[config.mk]
export PLATFORM = sky130hd
export DESIGN_NAME = wl_edge_search
export DESIGN_NICKNAME = d
export VERILOG_FILES = /design/src/rtl/wl_pkg.sv /design/src/rtl/wl_dly_step.sv /design/src/rtl/wl_lane.sv /design/src/rtl/wl_edge_search.sv
export SDC_FILE = /design/constraint.sdc
export NUM_CORES = 1
export LEC_CHECK = 0
export ABC_AREA = 1
export BUFFER_PORTS_ARGS = -buffer_cell sky130_fd_sc_hd__buf_2
export CAP_MARGIN = 20
export CORE_MARGIN = 2
export CORE_UTILIZATION = 61
export DETAILED_ROUTE_END_ITERATION = 12
export PLACE_DENSITY = 0.83
export SLEW_MARGIN = 25
export SYNTH_ARGS = -nofsm -noshare
export SYNTH_HDL_FRONTEND = slang
export SYNTH_HIERARCHICAL = 1
export SYNTH_SLANG_ARGS = --single-unit
[constraint.sdc]
create_clock -name clk -period 4.6 [get_ports clk]
set_clock_uncertainty 0.1 [all_clocks]
set_input_delay 0.92 -clock clk [delete_from_list [all_inputs] [get_ports clk]]
set_output_delay 0.92 -clock clk [all_outputs]
set_load 0.05 [all_outputs]
[src/rtl/wl_pkg.sv]
package wl_pkg;

    typedef enum logic [2:0] {
        ST_IDLE,
        ST_WRITE,
        ST_SETTLE,
        ST_SAMPLE,
        ST_EVAL,
        ST_ADVANCE,
        ST_DONE,
        ST_FAIL
    } wl_state_t;

    typedef enum logic {
        PH_BACKOFF = 1'b0,
        PH_CLIMB   = 1'b1
    } wl_phase_t;

endpackage

[src/rtl/wl_dly_step.sv]
// One-step mixed-radix delay stepper: {coarse, clk, tap, pi}, pi lowest.
// Every radix must be at least 2.
module wl_dly_step #(
    parameter int PI_N  = 7,
    parameter int TAP_N = 15,
    parameter int CLK_N = 4,
    parameter int CRS_N = 4,
    localparam int PI_W  = $clog2(PI_N),
    localparam int TAP_W = $clog2(TAP_N),
    localparam int CLK_W = $clog2(CLK_N),
    localparam int CRS_W = $clog2(CRS_N),
    localparam int SET_W = PI_W + TAP_W + CLK_W + CRS_W
) (
    input  logic [SET_W-1:0] cur,
    input  logic             dir_up,
    output logic [SET_W-1:0] nxt,
    output logic             at_lim
);

    localparam logic [PI_W-1:0]  PI_TOP  = PI_W'(PI_N - 1);
    localparam logic [TAP_W-1:0] TAP_TOP = TAP_W'(TAP_N - 1);
    localparam logic [CLK_W-1:0] CLK_TOP = CLK_W'(CLK_N - 1);
    localparam logic [CRS_W-1:0] CRS_TOP = CRS_W'(CRS_N - 1);

    logic [PI_W-1:0]  pi_c,  pi_n;
    logic [TAP_W-1:0] tap_c, tap_n;
    logic [CLK_W-1:0] ck_c,  ck_n;
    logic [CRS_W-1:0] crs_c, crs_n;

    assign {crs_c, ck_c, tap_c, pi_c} = cur;

    always_comb begin
        pi_n   = pi_c;
        tap_n  = tap_c;
        ck_n   = ck_c;
        crs_n  = crs_c;
        at_lim = 1'b0;
        if (dir_up) begin
            if (pi_c < PI_TOP) begin
                pi_n = pi_c + 1'b1;
            end else if (tap_c < TAP_TOP) begin
                pi_n  = '0;
                tap_n = tap_c + 1'b1;
            end else if (ck_c < CLK_TOP) begin
                pi_n  = '0;
                tap_n = '0;
                ck_n  = ck_c + 1'b1;
            end else if (crs_c < CRS_TOP) begin
                pi_n  = '0;
                tap_n = '0;
                ck_n  = '0;
                crs_n = crs_c + 1'b1;
            end else begin
                at_lim = 1'b1;
            end
        end else begin
            if (pi_c != '0) begin
                pi_n = pi_c - 1'b1;
            end else if (tap_c != '0) begin
                pi_n  = PI_TOP;
                tap_n = tap_c - 1'b1;
            end else if (ck_c != '0) begin
                pi_n  = PI_TOP;
                tap_n = TAP_TOP;
                ck_n  = ck_c - 1'b1;
            end else if (crs_c != '0) begin
                pi_n  = PI_TOP;
                tap_n = TAP_TOP;
                ck_n  = CLK_TOP;
                crs_n = crs_c - 1'b1;
            end else begin
                at_lim = 1'b1;
            end
        end
    end

    assign nxt = {crs_n, ck_n, tap_n, pi_n};

endmodule

[src/rtl/wl_lane.sv]
// Per-lane state: high-sample counter, done flag, strobe and data settings.
module wl_lane
    import wl_pkg::*;
#(
    parameter int SAMPLES = 5,
    parameter int PI_N    = 7,
    parameter int TAP_N   = 15,
    parameter int CLK_N   = 4,
    parameter int CRS_N   = 4,
    localparam int SET_W  = $clog2(PI_N) + $clog2(TAP_N) + $clog2(CLK_N) + $clog2(CRS_N),
    localparam int CNT_W  = $clog2(SAMPLES + 1)
) (
    input  logic             clk,
    input  logic             rst_n,
    input  logic             load,
    input  logic [SET_W-1:0] preset,
    input  logic             cap,
    input  logic             fb,
    input  logic             eval,
    input  wl_phase_t        phase,
    input  logic             clr_done,
    input  logic             copy,
    input  logic             adv,
    output logic [SET_W-1:0] dqs_o,
    output logic [SET_W-1:0] dq_o,
    output logic             fin_nxt,
    output logic             err_o,
    output logic             adv_err_o
);

    logic [SET_W-1:0] dqs_q, dq_q, str_nxt, dat_nxt;
    logic [CNT_W-1:0] hcnt_q;
    logic             done_q, str_lim, dat_lim, lane_fin;

    wl_dly_step #(.PI_N(PI_N), .TAP_N(TAP_N), .CLK_N(CLK_N), .CRS_N(CRS_N)) u_str (
        .cur    (dqs_q),
        .dir_up (phase == PH_CLIMB),
        .nxt    (str_nxt),
        .at_lim (str_lim)
    );

    wl_dly_step #(.PI_N(PI_N), .TAP_N(TAP_N), .CLK_N(CLK_N), .CRS_N(CRS_N)) u_dat (
        .cur    (dq_q),
        .dir_up (1'b1),
        .nxt    (dat_nxt),
        .at_lim (dat_lim)
    );

    always_comb begin
        if (phase == PH_CLIMB) lane_fin = (hcnt_q == CNT_W'(SAMPLES));
        else                   lane_fin = (hcnt_q == '0);
    end

    assign fin_nxt   = done_q | lane_fin;
    assign err_o     = !done_q && !lane_fin && str_lim;
    assign adv_err_o = dat_lim;
    assign dqs_o     = dqs_q;
    assign dq_o      = dq_q;

    always_ff @(posedge clk or negedge rst_n) begin
        if (!rst_n) begin
            dqs_q  <= '0;
            dq_q   <= '0;
            hcnt_q <= '0;
            done_q <= 1'b0;
        end else if (load) begin
            dqs_q  <= preset;
            hcnt_q <= '0;
            done_q <= 1'b0;
        end else begin
            if (cap) hcnt_q <= hcnt_q + CNT_W'(fb);
            if (eval) begin
                hcnt_q <= '0;
                if (!done_q) begin
                    if (lane_fin)      done_q <= 1'b1;
                    else if (!str_lim) dqs_q  <= str_nxt;
                end
            end
            if (clr_done) done_q <= 1'b0;
            if (copy)                dq_q <= dqs_q;
            else if (adv && !dat_lim) dq_q <= dat_nxt;
        end
    end

endmodule

[src/rtl/wl_edge_search.sv]
module wl_edge_search
    import wl_pkg::*;
#(
    parameter int LANES    = 8,
    parameter int SAMPLES  = 5,
    parameter int PI_N     = 7,
    parameter int TAP_N    = 15,
    parameter int CLK_N    = 4,
    parameter int CRS_N    = 4,
    parameter int SETTLE_W = 16,
    parameter int ADV_R0   = 39,
    parameter int ADV_R1   = 32,
    parameter int ADV_R2   = 42,
    localparam int SET_W   = $clog2(PI_N) + $clog2(TAP_N) + $clog2(CLK_N) + $clog2(CRS_N),
    localparam int BUS_W   = LANES * SET_W
) (
    input  logic                clk,
    input  logic                rst_n,
    input  logic                start,
    input  logic [1:0]          rate,
    input  logic [SETTLE_W-1:0] settle_cyc,
    input  logic [BUS_W-1:0]    preset,
    input  logic [LANES-1:0]    fb_hi,
    output logic                wr_pulse,
    output logic                busy,
    output logic                done,
    output logic                fail,
    output logic [BUS_W-1:0]    dqs_set,
    output logic [BUS_W-1:0]    dq_set
);

    localparam int SIDX_W  = (SAMPLES > 1) ? $clog2(SAMPLES) : 1;
    localparam int ADV_MAX = (ADV_R0 > ADV_R1) ? ((ADV_R0 > ADV_R2) ? ADV_R0 : ADV_R2)
                                               : ((ADV_R1 > ADV_R2) ? ADV_R1 : ADV_R2);
    localparam int ADV_W   = $clog2(ADV_MAX + 1);

    wl_state_t state_q, state_d;
    wl_phase_t phase_q;

    logic                wcnt_q;
    logic [SETTLE_W-1:0] scnt_q;
    logic [SIDX_W-1:0]   sidx_q;
    logic [ADV_W-1:0]    acnt_q, adv_tgt_q, adv_sel;

    logic [LANES-1:0] fin_v, err_v, adv_err_v;
    logic all_fin, any_err, any_adv_err, settle_end, last_smp, idle_like, start_ok;
    logic ld_c, cap_c, eval_c, clr_done_c, copy_c, adv_c;

    assign all_fin     = &fin_v;
    assign any_err     = |err_v;
    assign any_adv_err = |adv_err_v;
    assign settle_end  = ({1'b0, scnt_q} + (SETTLE_W + 1)'(1)) >= {1'b0, settle_cyc};
    assign last_smp    = (sidx_q == SIDX_W'(SAMPLES - 1));
    assign idle_like   = (state_q == ST_IDLE) || (state_q == ST_DONE) || (state_q == ST_FAIL);
    assign start_ok    = start && idle_like;

    always_comb begin
        unique case (rate)
            2'd1:    adv_sel = ADV_W'(ADV_R1);
            2'd2:    adv_sel = ADV_W'(ADV_R2);
            default: adv_sel = ADV_W'(ADV_R0);
        endcase
    end

    // State register
    always_ff @(posedge clk or negedge rst_n) begin
        if (!rst_n) state_q <= ST_IDLE;
        else        state_q <= state_d;
    end

    // Next-state logic
    always_comb begin
        state_d = state_q;
        unique case (state_q)
            ST_IDLE, ST_DONE, ST_FAIL: begin
                if (start) state_d = ST_WRITE;
            end
            ST_WRITE: begin
                if (wcnt_q) state_d = ST_SETTLE;
            end
            ST_SETTLE: begin
                if (settle_end) state_d = ST_SAMPLE;
            end
            ST_SAMPLE: begin
                state_d = last_smp ? ST_EVAL : ST_WRITE;
            end
            ST_EVAL: begin
                if (any_err)                                state_d = ST_FAIL;
                else if (all_fin && phase_q == PH_CLIMB)   state_d = ST_ADVANCE;
                else                                        state_d = ST_WRITE;
            end
            ST_ADVANCE: begin
                if (any_adv_err)                            state_d = ST_FAIL;
                else if (acnt_q == adv_tgt_q - ADV_W'(1))  state_d = ST_DONE;
            end
        endcase
    end

    // Outputs and lane controls
    always_comb begin
        wr_pulse   = 1'b0;
        busy       = 1'b0;
        done       = 1'b0;
        fail       = 1'b0;
        ld_c       = start_ok;
        cap_c      = 1'b0;
        eval_c     = 1'b0;
        clr_done_c = 1'b0;
        copy_c     = 1'b0;
        adv_c      = 1'b0;
        unique case (state_q)
            ST_IDLE:   ;
            ST_DONE:   done = 1'b1;
            ST_FAIL:   fail = 1'b1;
            ST_WRITE: begin
                busy     = 1'b1;
                wr_pulse = 1'b1;
            end
            ST_SETTLE: busy = 1'b1;
            ST_SAMPLE: begin
                busy  = 1'b1;
                cap_c = 1'b1;
            end
            ST_EVAL: begin
                busy       = 1'b1;
                eval_c     = 1'b1;
                clr_done_c = all_fin && !any_err && (phase_q == PH_BACKOFF);
                copy_c     = all_fin && !any_err && (phase_q == PH_CLIMB);
            end
            ST_ADVANCE: begin
                busy  = 1'b1;
                adv_c = !any_adv_err;
            end
        endcase
    end

    // Sequencing counters
    always_ff @(posedge clk or negedge rst_n) begin
        if (!rst_n) begin
            phase_q   <= PH_BACKOFF;
            wcnt_q    <= 1'b0;
            scnt_q    <= '0;
            sidx_q    <= '0;
            acnt_q    <= '0;
            adv_tgt_q <= '0;
        end else if (start_ok) begin
            phase_q   <= PH_BACKOFF;
            wcnt_q    <= 1'b0;
            sidx_q    <= '0;
            adv_tgt_q <= adv_sel;
        end else begin
            unique case (state_q)
                ST_WRITE: begin
                    wcnt_q <= ~wcnt_q;
                    scnt_q <= '0;
                end
                ST_SETTLE:  scnt_q <= scnt_q + 1'b1;
                ST_SAMPLE:  sidx_q <= last_smp ? '0 : sidx_q + 1'b1;
                ST_EVAL: begin
                    acnt_q <= '0;
                    if (all_fin && !any_err) phase_q <= PH_CLIMB;
                end
                ST_ADVANCE: acnt_q <= acnt_q + 1'b1;
                ST_IDLE, ST_DONE, ST_FAIL: ;
            endcase
        end
    end

    for (genvar g = 0; g < LANES; g++) begin : gen_lane
        wl_lane #(
            .SAMPLES (SAMPLES),
            .PI_N    (PI_N),
            .TAP_N   (TAP_N),
            .CLK_N   (CLK_N),
            .CRS_N   (CRS_N)
        ) u_lane (
            .clk       (clk),
            .rst_n     (rst_n),
            .load      (ld_c),
            .preset    (preset[g*SET_W +: SET_W]),
            .cap       (cap_c),
            .fb        (fb_hi[g]),
            .eval      (eval_c),
            .phase     (phase_q),
            .clr_done  (clr_done_c),
            .copy      (copy_c),
            .adv       (adv_c),
            .dqs_o     (dqs_set[g*SET_W +: SET_W]),
            .dq_o      (dq_set[g*SET_W +: SET_W]),
            .fin_nxt   (fin_v[g]),
            .err_o     (err_v[g]),
            .adv_err_o (adv_err_v[g])
        );
    end

endmodule

==> results of run 1 <==
==> area by class of cell <==
| class | instances | area [sq um] |
|---|---|---|
| fillers | 3854 | 13200 |
| diodes | 1 | 2.50 |
| multi-input cells | 3159 | 16300 |
| flip-flops and latches | 242 | 6060 |
| clock inverters | 12 | 133 |
| well taps | 532 | 666 |
| clock buffers | 41 | 831 |
| inverters | 508 | 1910 |
| repair buffers | 320 | 1710 |
==> state kept, by name, summed over array words and instances (netlist names) <==
| register | cells |
|---|---|
| sidx_q | 3 |
| adv_tgt_q | 4 |
| acnt_q | 6 |
| scnt_q | 16 |
| state_q | 3 |
| gen_lane.u_lane/hcnt_q | 24 |
| gen_lane.u_lane/done_q | 8 |
| phase_q | 1 |
| wcnt_q | 1 |
| gen_lane.u_lane/dqs_o | 88 |
| gen_lane.u_lane/dq_o | 88 |
==> per-layer routing <==
metal  GRT usage  vias to the layer above
li1            -                    13500
met1       0.444                    12200
met2       0.530                     1067
met3      0.0396                      153
met4       0.120                        8
met5           0                        -
==> Yosys cell counts (all sizes together) (2+ instances only) <==
cell type / instances / area (sq um)
o21ai: 157 / 790
o31ai: 2 / 15.0
nand3: 447 / 2290
nor4: 6 / 37.5
mux2i: 89 / 891
a31oi: 16 / 100
dfrtp: 242 / 6060
a21oi: 286 / 1470
xnor2: 6 / 52.6
o22ai: 25 / 156
xor2: 23 / 201
conb: 8 / 30.0
nand2: 1337 / 5190
inv: 508 / 1910
a22o: 3 / 26.3
nor2: 440 / 2210
or2: 2 / 12.5
buf: 112 / 908
nor3: 36 / 201
nand4: 111 / 694
ha: 153 / 1910
clkbuf: 3 / 22.5
==> cells by family after synthesis <==
kind of cell	count (synthesis)	synth area share
simple gates	2379	0.422
buf+inv	623	0.113
compound gates	493	0.103
flops	242	0.240
fa+ha+maj	153	0.0760
mux	89	0.0353
xor+xnor	29	0.0101
other cells	8	0.00119
==> report_power, final <==
part | switching [mW] | internal, mW | leakage [nW]
Combinational | 8.53 | 3.69 | 11.1
Sequential | 1.69 | 2.91 | 3.16
Clock | 0.964 | 1.37 | 0.470
Total | 11.2 | 7.96 | 14.7
==> stage by stage <==
step                      power [mW]  cells  area (sq um)  hold WS (ns)
after CTS                       19.0   4814         27700         0.322
final                           19.2   4815         27700         0.268
after floorplan                 13.9   4024         25200         0.352
after global routing            20.9   4815         27700         0.343
after global placement          16.4   4761         26700         0.366
after detailed placement        16.6   4761         26700         0.381
==> worst max-delay path by stage <==
stage / start / endpoint / cells after the start
floorplan: gen_lane[5].u_lane/dqs_o[0] / gen_lane[7].u_lane/dq_o[2] / 14
finish: phase_q / gen_lane[4].u_lane/dq_o[0] / 14
CTS: phase_q / gen_lane[4].u_lane/dq_o[0] / 14
detailed placement: phase_q / gen_lane[2].u_lane/dq_o[1] / 14
global placement: phase_q / gen_lane[2].u_lane/dq_o[3] / 14
global route: phase_q / gen_lane[3].u_lane/dq_o[10] / 14
==> results_dict.tcl, run 1 <==
set metrics [dict create \
    status "completed" \
    first_pass_iters 8 \
    coreArea_sq_um 40800 \
    wl_met2_microns 33300 \
    crit_chain "buf_4 -> inv_1 -> nand2_1 -> o22ai_1 -> inv_1 -> nor2_1 -> nor4_1 -> nand3_1 -> nor2_4 -> buf_12 -> a21oi_2 -> nor2_4 -> nor2_1 -> a21oi_1" \
    syn_area_sq_um 25200 \
    die-area_sq_um 43000 \
    cts.sinks 242 \
    fin_crit_sh 0.839 \
    rrSetupSlack_ns 0.74 \
    clockRootBuffer "clkbuf_16" \
    synth_edf_count 0 \
    ff2ff_path_depth 14 \
    ys.flop_type "dfrtp_1" \
    synth.distinct_cells 44 \
    fp.dieW_microns 207 \
    ys_seq_elements 242 \
    start_util 0.617 \
    pre_cts_ws_ns 0.855 \
    netlist_instances 4016 \
    final_nets 4530 \
    areaGrowthSynthToFinish_pct 9.76 \
    hold_path_class "primary input to asynchronous set/reset pin" \
    wl_per_cell_microns 15.0 \
    wl_met1_microns 31400 \
    ios 297 \
    grt_pass1_wl_microns 119000 \
    maxCapViolations 0 \
    setup_slack_ns 0.739 \
    critPathTopFamily "simple AND/OR/NAND/NOR gates" \
    layout_commonest_cell "nand2_1" \
    synthArstFlopShare 1.00 \
    clk_path_buf_depth 3 \
    viasPerCell 5.59 \
    tritoncts "done" \
    crit_slowest_cell "dfrtp_4" \
    post_cts_buffers 0 \
    layout_common_cells "1,276 x nand2_1, 458 x inv_1, 437 x nand3_1, 338 x nor2_1, 295 x buf_2" \
    cp_data_required_time_ns 5.00 \
    yosys_warnings 6 \
    slew_headroom 0.407 \
    insertion_delay_ns 0.59 \
    yosysSeqAreaShare 0.240 \
    fmax_ghz 0.259 \
    setup_tns_ns 0 \
    antenna_found_initial 5 \
    final_core_util 0.677 \
    rsz0062_at_grt "false" \
    r2r_end "gen_lane[4].u_lane/dq_o[0]" \
    crit_fanout 41 \
    criticalPathCategory "register to register" \
    grt_max_degree 106 \
    top_layer "met5" \
    critPathMaxStageDelay_ns 0.81 \
    route.detailed.drc 0 \
    cts_made_buffers 29 \
    dp_hpwl_microns 53700 \
    startpoint_type "register" \
    cp-end-kind "register" \
    h-tree-depth 1 \
    fp-row-count 74 \
    ir_drop_mv 0.487 \
    fin_crit_ns 3.86 \
    p_leak_nw 14.7 \
    gp_congestion 0.970 \
    slew_viol_final 0 \
    post_cts_resized 0 \
    num_vias 26900 \
    drt-initial-drc-count 2553 \
    holdBufCountCts 0 \
    grt.total_usage 0.325 \
    hold_viol_final 0 \
    arrival_ns 4.26 \
    grt_pass1_vias 24400 \
    setup-violations-final 0 \
    die_h_microns 207 \
    avgSynthCellArea_sq_um 6.28 \
    wl_met3_microns 5150 \
    wl_microns 72400 \
    drive_gt1_frac 0.141 \
    clkTransAtPathRegs_ns 0.06 \
    pwr_density_cell_nw_per_um2 692 \
    r2r_start "phase_q" \
    worstMarginPinSlew_ns 0.890 \
    io_buffers 296 \
    crit_buf_inv 4 \
    ant_nets 0 \
    overflow 0 \
]
(Power assumes the default switching activity.)
==> run 2: changes to the inputs <==
--- a/config.mk
+++ b/config.mk
@@ -5,7 +5,7 @@
 export SDC_FILE = /design/constraint.sdc
 export NUM_CORES = 1
 export LEC_CHECK = 0
-export ABC_AREA = 1
+export ABC_AREA = 0
 export BUFFER_PORTS_ARGS = -buffer_cell sky130_fd_sc_hd__buf_2
 export CAP_MARGIN = 20
 export CORE_MARGIN = 2
==> constraint.sdc (replaced) <==
create_clock -name clk -period 3.76 [get_ports clk]
set_clock_uncertainty 0.1 [all_clocks]
set_input_delay 0.752 -clock clk [delete_from_list [all_inputs] [get_ports clk]]
set_output_delay 0.752 -clock clk [all_outputs]
set_load 0.05 [all_outputs]
==> run 2 against run 1 <==
Against the previous run:
- worst hold slack worse by 0.23 ns
- synthesized cell count is 28% lower
- fmax is 7.3% higher
- critical endpoint is now gen_lane[0].u_lane/dq_o[10]
- largest power group unchanged
==> results_dict.tcl, run 2 <==
set metrics [dict create \
    tritoncts "done" \
    arrival_ns 3.94 \
    grt_max_degree 119 \
    synth.distinct_cells 77 \
    layout_common_cells "295 x buf_2, 214 x dfrtp_1, 203 x inv_1, 193 x a21oi_1, 176 x mux2_2" \
    swShare 0.547 \
    pwr-share-seq 0.220 \
    critPathTopFamily "simple AND/OR/NAND/NOR gates" \
    ios 297 \
    grt.total_usage 0.340 \
    synth_edf_count 0 \
    layout_commonest_cell "buf_2" \
    die_h_microns 207 \
    cp-end-kind "register" \
    synthTopCellsByCount "242 x dfrtp_1, 203 x inv_1, 193 x a21oi_1" \
    ff2ff_path_depth 12 \
    intPower_mw 11.6 \
    critPathMaxStageDelay_ns 0.61 \
    h-tree-depth 1 \
    ys_seq_elements 242 \
    fp.dieW_microns 207 \
    overflow 0 \
    status "completed" \
    wl_per_cell_microns 20.6 \
    total_power_mw 25.7 \
    slew_viol_final 0 \
    syn_area_sq_um 25200 \
    hold_viol_final 0 \
    power.switching_mw 14.1 \
    slew_headroom 0.317 \
    top_layer "met5" \
    setup_slack_ns 0.160 \
    cts.sinks 242 \
    avgSynthCellArea_sq_um 8.76 \
    final_nets 3443 \
    clkTransAtPathRegs_ns 0.06 \
    ys.flop_type "dfrtp_1" \
    yosysSeqAreaShare 0.240 \
    gp_congestion 0.965 \
    rsz0062_at_grt "false" \
    yosys_warnings 6 \
    crit_slowest_cell "dfrtp_4" \
    worstMarginPinSlew_ns 1.02 \
    die-area_sq_um 43000 \
    n_fill_cell 3127 \
    fmax_ghz 0.278 \
    wl_met2_microns 37200 \
    fin_crit_ns 3.60 \
    crit_fanout 20 \
    viasPerCell 6.67 \
    pwr-share-clk 0.125 \
    r2r_end "gen_lane[0].u_lane/dq_o[10]" \
    drive_gt1_frac 0.292 \
    io_buffers 296 \
    start_util 0.618 \
    synth_area_leaders "dfrtp_1 24%, mux2_2 7.9%, ha_1 7.6%" \
    r2r_start "phase_q" \
    insertion_delay_ns 0.57 \
    route.detailed.drc 0 \
    clockRootBuffer "clkbuf_16" \
    ir_drop_mv 0.644 \
    grt_pass1_wl_microns 124000 \
    wl_microns 77000 \
    fp-row-count 74 \
    post_dp_cell_area_sq_um 27800 \
    setup_tns_ns 0 \
    first_pass_iters 6 \
    dp_hpwl_microns 56000 \
    maxCapViolations 0 \
    num_vias 24900 \
    crit_chain "buf_8 -> nor4_2 -> or3_1 -> nand4_1 -> or4_1 -> nor3_4 -> buf_12 -> buf_12 -> inv_1 -> a21oi_1 -> buf_4 -> mux2_2" \
    fin_crit_sh 0.957 \
    wl_met1_microns 31700 \
    final_area_sq_um 28900 \
    yosysMostFrequentCell "dfrtp_1" \
    yosysTopAreaCell "dfrtp_1" \
    areaGrowthSynthToFinish_pct 14.7 \
    drt-initial-drc-count 2065 \
    hold_path_class "primary input to asynchronous set/reset pin" \
    antenna_found_initial 4 \
    grt_pass1_vias 24000 \
    ant_nets 0 \
    path_common_cell "buf_12" \
    pre_cts_ws_ns 0.0554 \
    setup-violations-final 0 \
    cp_data_required_time_ns 4.10 \
    cts_made_buffers 28 \
    p_comb_frac 0.655 \
    synthDominantCellAreaShare 0.240 \
    clk_path_buf_depth 3 \
    startpoint_type "register" \
    pwr_density_cell_nw_per_um2 887 \
    criticalPathCategory "register to register" \
    coreArea_sq_um 40800 \
    syn_nets 3150 \
    crit_buf_inv 5 \
    rrSetupSlack_ns 0.16 \
    wl_met3_microns 5800 \
    netlist_instances 2880 \
    synthArstFlopShare 1.00 \
    timing.hold.ws_ns 0.0418 \
    p_leak_nw 12.1 \
]
-- run 2: cell type report --
cell class / count / area, sq um / area share
antenna: 2 / 5.00 / 0.000173
clock buffer: 34 / 774 / 0.0268
clock inverter: 18 / 305 / 0.0105
inverter: 204 / 773 / 0.0267
multi-input combinational: 2253 / 17600 / 0.607
sequential: 242 / 6090 / 0.210
tap: 532 / 666 / 0.0230
timing repair buffer: 444 / 2760 / 0.0953
-- run 2: what timing repair did --
item | CTS | global route
gates resized for setup | 0 | 4
hold buffers | 0 | 0
setup endpoints to repair | 0 | 93
setup buffers | 0 | 2
-- run 2: layer usage --
layer | global-route usage | up-vias
met3 | 0.0474 | 183
met2 | 0.577 | 1075
met5 | 0 | -
met1 | 0.445 | 12100
met4 | 0.118 | 2
li1 | - | 11500
-- run 2: power groups by stage --
stage / registers [mW] / clock network, mW / logic, mW
2_1_floorplan: 8.04 / 0 / 9.82
3_3_place_gp: 5.51 / 0 / 15.9
5_1_grt: 5.84 / 3.35 / 18.1
4_1_cts: 5.58 / 3.25 / 16.6
3_5_place_dp: 5.60 / 0 / 16.5
6_report: 5.66 / 3.20 / 16.8
-- run 2: cell families after synthesis --
logic type	after synthesis	synth area share
compound gates	942	0.282
xor+xnor	28	0.00972
fa+ha+maj	153	0.0759
buf+inv	385	0.0695
flops	242	0.240
mux	212	0.0935
other cells	8	0.00119
simple gates	910	0.228
-- run 2: how the worst max path moves through the flow --
stage                                start                     endpoint  slack (ns)  cells after the start
6_report                           phase_q  gen_lane[0].u_lane/dq_o[10]        0.16                     12
5_1_grt                            phase_q  gen_lane[0].u_lane/dq_o[10]        0.02                     12
4_1_cts        gen_lane[0].u_lane/dqs_o[3]   gen_lane[3].u_lane/dq_o[6]        0.02                     14
3_5_place_dp   gen_lane[0].u_lane/dqs_o[3]   gen_lane[0].u_lane/dq_o[0]        0.06                     14
3_3_place_gp                       phase_q  gen_lane[4].u_lane/dq_o[10]        0.24                     11
2_1_floorplan  gen_lane[7].u_lane/dqs_o[4]   gen_lane[7].u_lane/dq_o[2]       0.002                     13
-- run 2: per-stage QoR --
stage,utilization,cells
after floorplan,-,2880
after global placement,0.680,3673
after detailed placement,0.680,3673
after CTS,0.707,3725
after global routing,0.709,3729
final,0.709,3729
